File: src/rtl/mb_pkg.sv
package mb_pkg;
  localparam int MB_PAYLOAD_W = 24;
  localparam int MB_TYPE_W    = 8;

  typedef enum logic [1:0] {
    OWN_FREE = 2'd0,
    OWN_FW   = 2'd1,
    OWN_HOST = 2'd2
  } owner_e;

  // command field: top five bits of the word, indexed from its LSB
  localparam int CMD_FIELD_W = 5;
  localparam int F_CPU       = 0;
  localparam int F_PME       = 1;
  localparam int F_SMI       = 2;
  localparam int F_HOSTCTL   = 3;
  localparam int F_IE        = 4;

  // status word bit positions
  localparam int ST_HANG = 1;
  localparam int ST_EN   = 3;

  // response type codes
  localparam logic [7:0] RESP_ACK = 8'h80;
  localparam logic [7:0] RESP_NAK = 8'h81;

  // word addresses
  localparam int A_CMD   = 0;
  localparam int A_DIN   = 1;
  localparam int A_DOUT  = 2;
  localparam int A_OWNER = 3;
  localparam int A_STAT  = 4;
endpackage

File: src/rtl/mb_owner_arb.sv
module mb_owner_arb
  import mb_pkg::*;
(
  input  logic   clk,
  input  logic   rst,
  input  logic   host_wr_owner,
  input  logic   wr_claim,
  input  logic   wr_release,
  input  logic   fw_post,
  input  logic   fw_done,
  output owner_e owner,
  output logic   post_accept
);
  owner_e owner_d;

  always_comb begin
    post_accept = fw_post && !fw_done && (owner == OWN_FREE);
    owner_d     = owner;
    if (fw_done) begin
      owner_d = OWN_FREE;
    end else if (post_accept) begin
      owner_d = OWN_FW;
    end else if (host_wr_owner) begin
      if (owner == OWN_FREE && wr_claim) begin
        owner_d = OWN_HOST;
      end else if (owner == OWN_HOST && wr_release) begin
        owner_d = OWN_FREE;
      end
    end
  end

  always_ff @(posedge clk) begin
    if (rst) owner <= OWN_FREE;
    else     owner <= owner_d;
  end
endmodule

File: src/rtl/mb_cmd_reg.sv
module mb_cmd_reg
  import mb_pkg::*;
(
  input  logic                   clk,
  input  logic                   rst,
  input  logic                   wr_cmd,
  input  logic [CMD_FIELD_W-1:0] wfield,
  input  logic                   post_accept,
  output logic [CMD_FIELD_W-1:0] field,
  output logic                   fw_irq
);
  logic [CMD_FIELD_W-1:0] field_d;

  always_comb begin
    field_d = field;
    if (wr_cmd) begin
      field_d        = wfield;
      // host may only clear the message-pending bit
      field_d[F_SMI] = wfield[F_SMI] & field[F_SMI];
    end
    if (post_accept) field_d[F_SMI] = 1'b1;
  end

  always_ff @(posedge clk) begin
    if (rst) begin
      field  <= '0;
      fw_irq <= 1'b0;
    end else begin
      field  <= field_d;
      fw_irq <= wr_cmd & wfield[F_IE] & wfield[F_CPU];
    end
  end
endmodule

File: src/rtl/mb_irq_stat.sv
module mb_irq_stat (
  input  logic clk,
  input  logic rst,
  input  logic wr_stat,
  input  logic w_en,
  input  logic w_hang,
  input  logic fw_hang,
  input  logic smi,
  output logic en,
  output logic hang,
  output logic host_irq
);
  always_ff @(posedge clk) begin
    if (rst) begin
      en       <= 1'b0;
      hang     <= 1'b0;
      host_irq <= 1'b0;
    end else begin
      if (wr_stat) en <= w_en;
      if (fw_hang)                hang <= 1'b1;
      else if (wr_stat && w_hang) hang <= 1'b0;
      host_irq <= smi | (hang & en);
    end
  end
endmodule

File: src/rtl/hfw_mailbox.sv
module hfw_mailbox
  import mb_pkg::*;
#(
  parameter int PAYLOAD_W = MB_PAYLOAD_W,
  parameter int TYPE_W    = MB_TYPE_W,
  parameter int ADDR_W    = 3
) (
  input  logic                          clk,
  input  logic                          rst,
  input  logic                          host_wr,
  input  logic                          host_rd,
  input  logic [ADDR_W-1:0]             host_addr,
  input  logic [PAYLOAD_W+TYPE_W-1:0]   host_wdata,
  output logic [PAYLOAD_W+TYPE_W-1:0]   host_rdata,
  output logic                          host_irq,
  input  logic                          fw_post,
  input  logic [TYPE_W-1:0]             fw_post_type,
  input  logic [PAYLOAD_W-1:0]          fw_post_payload,
  input  logic                          fw_done,
  input  logic                          fw_hang,
  output logic                          fw_irq,
  output logic [TYPE_W-1:0]             fw_in_type,
  output logic [PAYLOAD_W-1:0]          fw_in_payload,
  output logic                          fw_in_ack,
  output logic                          fw_in_nak,
  output logic [1:0]                    fw_owner
);
  localparam int WORD_W  = PAYLOAD_W + TYPE_W;
  localparam int CMD_LSB = WORD_W - CMD_FIELD_W;

  logic wr_cmd, wr_din, wr_owner, wr_stat;
  logic [WORD_W-1:0] din_q, dout_q, rd_mux;
  logic [CMD_FIELD_W-1:0] cmd_field;
  logic post_accept, smi_bit, st_en, st_hang;
  owner_e owner;

  always_comb begin
    wr_cmd   = host_wr && (host_addr == ADDR_W'(A_CMD));
    wr_din   = host_wr && (host_addr == ADDR_W'(A_DIN));
    wr_owner = host_wr && (host_addr == ADDR_W'(A_OWNER));
    wr_stat  = host_wr && (host_addr == ADDR_W'(A_STAT));
  end

  mb_owner_arb u_arb (
    .clk           (clk),
    .rst           (rst),
    .host_wr_owner (wr_owner),
    .wr_claim      (host_wdata == WORD_W'(OWN_HOST)),
    .wr_release    (host_wdata == '0),
    .fw_post       (fw_post),
    .fw_done       (fw_done),
    .owner         (owner),
    .post_accept   (post_accept)
  );

  mb_cmd_reg u_cmd (
    .clk         (clk),
    .rst         (rst),
    .wr_cmd      (wr_cmd),
    .wfield      (host_wdata[WORD_W-1:CMD_LSB]),
    .post_accept (post_accept),
    .field       (cmd_field),
    .fw_irq      (fw_irq)
  );

  assign smi_bit = cmd_field[F_SMI];

  mb_irq_stat u_stat (
    .clk      (clk),
    .rst      (rst),
    .wr_stat  (wr_stat),
    .w_en     (host_wdata[ST_EN]),
    .w_hang   (host_wdata[ST_HANG]),
    .fw_hang  (fw_hang),
    .smi      (smi_bit),
    .en       (st_en),
    .hang     (st_hang),
    .host_irq (host_irq)
  );

  // data words and response decode
  always_ff @(posedge clk) begin
    if (rst) begin
      din_q     <= '0;
      dout_q    <= '0;
      fw_in_ack <= 1'b0;
      fw_in_nak <= 1'b0;
    end else begin
      if (wr_din) begin
        din_q     <= host_wdata;
        fw_in_ack <= host_wdata[WORD_W-1:PAYLOAD_W] == TYPE_W'(RESP_ACK);
        fw_in_nak <= host_wdata[WORD_W-1:PAYLOAD_W] == TYPE_W'(RESP_NAK);
      end
      if (post_accept) dout_q <= {fw_post_type, fw_post_payload};
    end
  end

  assign fw_in_type    = din_q[WORD_W-1:PAYLOAD_W];
  assign fw_in_payload = din_q[PAYLOAD_W-1:0];
  assign fw_owner      = owner;

  always_comb begin
    rd_mux = '0;
    case (host_addr)
      ADDR_W'(A_CMD):   rd_mux = {cmd_field, {CMD_LSB{1'b0}}};
      ADDR_W'(A_DIN):   rd_mux = din_q;
      ADDR_W'(A_DOUT):  rd_mux = dout_q;
      ADDR_W'(A_OWNER): rd_mux = WORD_W'(owner);
      ADDR_W'(A_STAT): begin
        rd_mux[ST_EN]   = st_en;
        rd_mux[ST_HANG] = st_hang;
      end
      default:          rd_mux = '0;
    endcase
  end

  always_ff @(posedge clk) begin
    if (rst)          host_rdata <= '0;
    else if (host_rd) host_rdata <= rd_mux;
  end
endmodule

File: config.mk
export PLATFORM = sky130hd
export DESIGN_NAME = hfw_mailbox
export DESIGN_NICKNAME = d
export VERILOG_FILES = /design/src/rtl/mb_pkg.sv /design/src/rtl/mb_owner_arb.sv /design/src/rtl/mb_cmd_reg.sv /design/src/rtl/mb_irq_stat.sv /design/src/rtl/hfw_mailbox.sv
export SDC_FILE = /design/constraint.sdc
export NUM_CORES = 1
export LEC_CHECK = 0
export ABC_CLOCK_PERIOD_IN_PS = 2090
export BUFFER_PORTS_ARGS = -buffer_cell sky130_fd_sc_hd__buf_2
export CAP_MARGIN = 5
export CORE_AREA = 3 3 108 110
export CTS_BUF_LIST = sky130_fd_sc_hd__clkbuf_4 sky130_fd_sc_hd__clkbuf_8 sky130_fd_sc_hd__clkbuf_16
export CTS_CLUSTER_DIAMETER = 50
export CTS_CLUSTER_SIZE = 16
export DETAILED_ROUTE_END_ITERATION = 12
export DIE_AREA = 0 0 111 113
export PLACE_DENSITY_LB_ADDON = 0.08
export SYNTH_ARGS = -nofsm -noshare
export SYNTH_HDL_FRONTEND = slang
export SYNTH_SLANG_ARGS = --single-unit
File: constraint.sdc
create_clock -name clk -period 2.09 [get_ports clk]
set_clock_uncertainty 0.15 [all_clocks]
set_input_delay 0.418 -clock clk [delete_from_list [all_inputs] [get_ports clk]]
set_output_delay 0.418 -clock clk [all_outputs]
set_load 0.01 [all_outputs]
==> summary.json <==
{
  "outcome": {
    "run_status": "finished clean"
  },
  "cells_and_area": {
    "commonest_non_fill_non_tap_cells_in_the_layout": "142 x sky130_fd_sc_hd__buf_2, 135 x sky130_fd_sc_hd__nand2_1, 109 x sky130_fd_sc_hd__dfxtp_1",
    "syn2layout_area_growth_pct": 25.3,
    "layout_commonest_cell": "sky130_fd_sc_hd__buf_2",
    "seqCellArea_um2": 2180,
    "diodes": 0,
    "drive_gt1_share_pct": 28.8,
    "net_total_in_the_final_layout": 718,
    "final_util_pct": 50.1,
    "number_of_fillers_in_the_final_layout": 1067,
    "multiInputGateArea_um2": 1940,
    "final_cell_count_no_fill": 789
  },
  "global_route": {
    "grt_max_degree": 51,
    "vias_in_the_first_global_route": 3996,
    "grt_antenna_before_repair": 0,
    "grt_remaining_overflow": 0,
    "grt_pass1_wl_um": 21200,
    "gr-usage-all-layers_pct": 20.8
  },
  "yosys": {
    "synthCells": 510,
    "synth-seq-area-share_pct": 50.6,
    "synth.lib_cells_used.distinct": 37,
    "synth-warning-count": 0,
    "syn-cell-area_um2": 4310,
    "syn_nets": 584,
    "postSynth.asyncResetShare_pct": 0,
    "postSynthAreaPerCell_um2": 8.46,
    "edff_count_synth": 0,
    "postSynthRegisterBits": 109,
    "most_instantiated_flip_flop_cell_in_the_synthesis_netlist": "sky130_fd_sc_hd__dfxtp_1"
  },
  "pwr": {
    "power.ir.vdd_worst_mv": 0.334,
    "leakage_power_figure_nw": 2.27,
    "power.density_cell_area_nw_per_um2": 690
  },
  "clock_network": {
    "clkSinkCount": 109,
    "holdBufCountCts": 0,
    "cts_post_setup_buffers_inserted": 0,
    "cts_root_buf": "sky130_fd_sc_hd__clkbuf_8",
    "clock_latency_reported_for_the_late_side_of_the_worst_skew_pair_ns": 0.36,
    "cts-resized-gates": 0,
    "path_clk_slew_ns": 0.10,
    "cts_tree": "yes",
    "tritoncts.num_buffers": 9,
    "ctsLongestPathBuffers": 2,
    "cts_htree_levels": 3
  },
  "timing": {
    "finalSetupViolCount": 0,
    "final.hold.worst_slack_ns": 0.120,
    "finalCritPeriodShare_pct": 82.6,
    "setup_slack_ns": 0.364,
    "timing.final.hold_violations": 0,
    "transition_time_at_the_pin_with_the_least_slew_margin_ns": 1.07,
    "timing.final.crit_period_ns": 1.73,
    "rsz0062_at_grt": "no",
    "slew_headroom_pct": 28.5,
    "setup_tns_ns": 0,
    "drv_slew": 0,
    "fmax_ghz": 0.579
  },
  "detailed_routing": {
    "first_pass_iters": 4,
    "routed_wl_um": 12800,
    "drcViolationCount": 0,
    "vias": 4047,
    "via_per_inst": 5.13,
    "ant_nets": 0,
    "detailedRoute.firstIterationViolations": 227,
    "detail_route.wl_per_cell_um": 16.2
  },
  "worst_setup_path": {
    "setup.worst_path.class": "reg2reg",
    "cp_slowest_cell": "sky130_fd_sc_hd__or4_1",
    "cp.arrival_ns": 1.82,
    "cp_slowest_stage_delay_ns": 0.58,
    "startpoint_type": "register",
    "timing.critical_path.fanout_max": 30,
    "cp_cell_instances": "or4_1 > buf_4 > nand2_1 > a21oi_1",
    "critical_path.top_delay_family": "simple AND/OR/NAND/NOR gates",
    "endpoint_kind": "register",
    "required_ns": 2.18,
    "critical_path_buf_inv_count": 1
  },
  "floorplan": {
    "initial_core_utilization_pct": 40.0,
    "core-area_um2": 10800,
    "io_pins": 144,
    "die_area_um2": 12500,
    "die_w_um": 111,
    "die_y_um": 113,
    "std_cell_rows": 38
  },
  "placement": {
    "dp_cells": 773,
    "detailedPlacementHpwl_um": 9050,
    "port_buffers": 143,
    "dp_slack_ns": 0.00198,
    "gp_congestion": 0.799
  },
  "job": {
    "drv.max_cap_violation_count": 0
  },
  "worst_hold_path": {
    "hold_class": "in2reg"
  }
}
==> worst paths after layout <==
kind                                    start                       end  slack (ns)  depth (start not counted)
setup / recovery  u_arb.owner[0]$_SDFFE_PP0P_   dout_q[22]$_SDFFE_PP0P_        0.36                          4
hold / removal                        fw_hang  u_stat.hang$_SDFFE_PP0P_        0.12                          3
setup reg to reg  u_arb.owner[0]$_SDFFE_PP0P_   dout_q[22]$_SDFFE_PP0P_        0.36                          4
hold reg to reg       dout_q[17]$_SDFFE_PP0P_   dout_q[17]$_SDFFE_PP0P_        0.31                          2
==> tightest hold or removal path: stages <==
cell and delay, ns:
sky130_fd_sc_hd__buf_2 0.08, sky130_fd_sc_hd__a21oi_1 0.03, sky130_fd_sc_hd__nor2_1 0.07
==> report_power, final <==
| group | total (mW) | leakage (nW) | internal (mW) | switching [mW] |
|---|---|---|---|---|
| combinational | 0.382 | 1.30 | 0.153 | 0.230 |
| sequential | 2.16 | 0.884 | 2.13 | 0.0331 |
| clock | 1.19 | 0.0875 | 0.482 | 0.705 |
==> metrics by stage <==
stage | power (mW) | instance area (um^2)
after floorplan | 2.40 | 4310
after CTS | 3.78 | 5410
after detailed placement | 2.59 | 5230
after global placement | 2.59 | 5230
after global routing | 3.91 | 5410
final | 3.73 | 5410
==> routing by layer <==
layer | global-route usage (%) | part of all wire [%]
met5 | 0 | 0
met4 | 5.50 | 0.48
met3 | 5.24 | 6.4
met2 | 33.0 | 47
met1 | 28.4 | 46
==> cell type report <==
cell class / instances / share of cell area [%]
repair buffers: 163 / 16.8
flip-flops and latches: 109 / 40.4
multi-input cells: 356 / 36.0
clock inverters: 4 / 0.602
inverters: 5 / 0.347
well taps: 140 / 3.24
clock buffers: 12 / 2.71
==> cell usage after synthesis (all sizes together), types with 2 or more instances <==
cell type	count	area, um^2
a21oi	72	364
nor2b	4	25.0
a22oi	29	218
nor3	6	35.0
a22o	24	210
dfxtp	109	2180
buf	16	92.6
a211oi	2	15.0
mux2i	12	120
inv	5	18.8
o2bb2ai	6	52.6
or4	2	15.0
nor3b	2	31.3
nand2	135	507
nor4	7	50.1
clkbuf	24	90.1
and4	2	17.5
nor2	39	146
==> kinds of logic after synthesis <==
group                  after synthesis  share of synthesized area [%]
flip-flops                         109                           50.6
AND/OR/NAND/NOR                    206                           21.0
AO/OA/AOI/OAI                      137                           20.7
buffers and inverters               45                           4.67
multiplexers                        13                           3.05
==> flip-flops by register name, summed over array words and instances, names as in the netlist, 2 cells and up <==
register / count
host_rdata: 32
u_cmd.field: 5
dout_q: 32
u_arb.owner: 2
din_q: 32
Note: power is estimated with default switching activity, not from simulation.
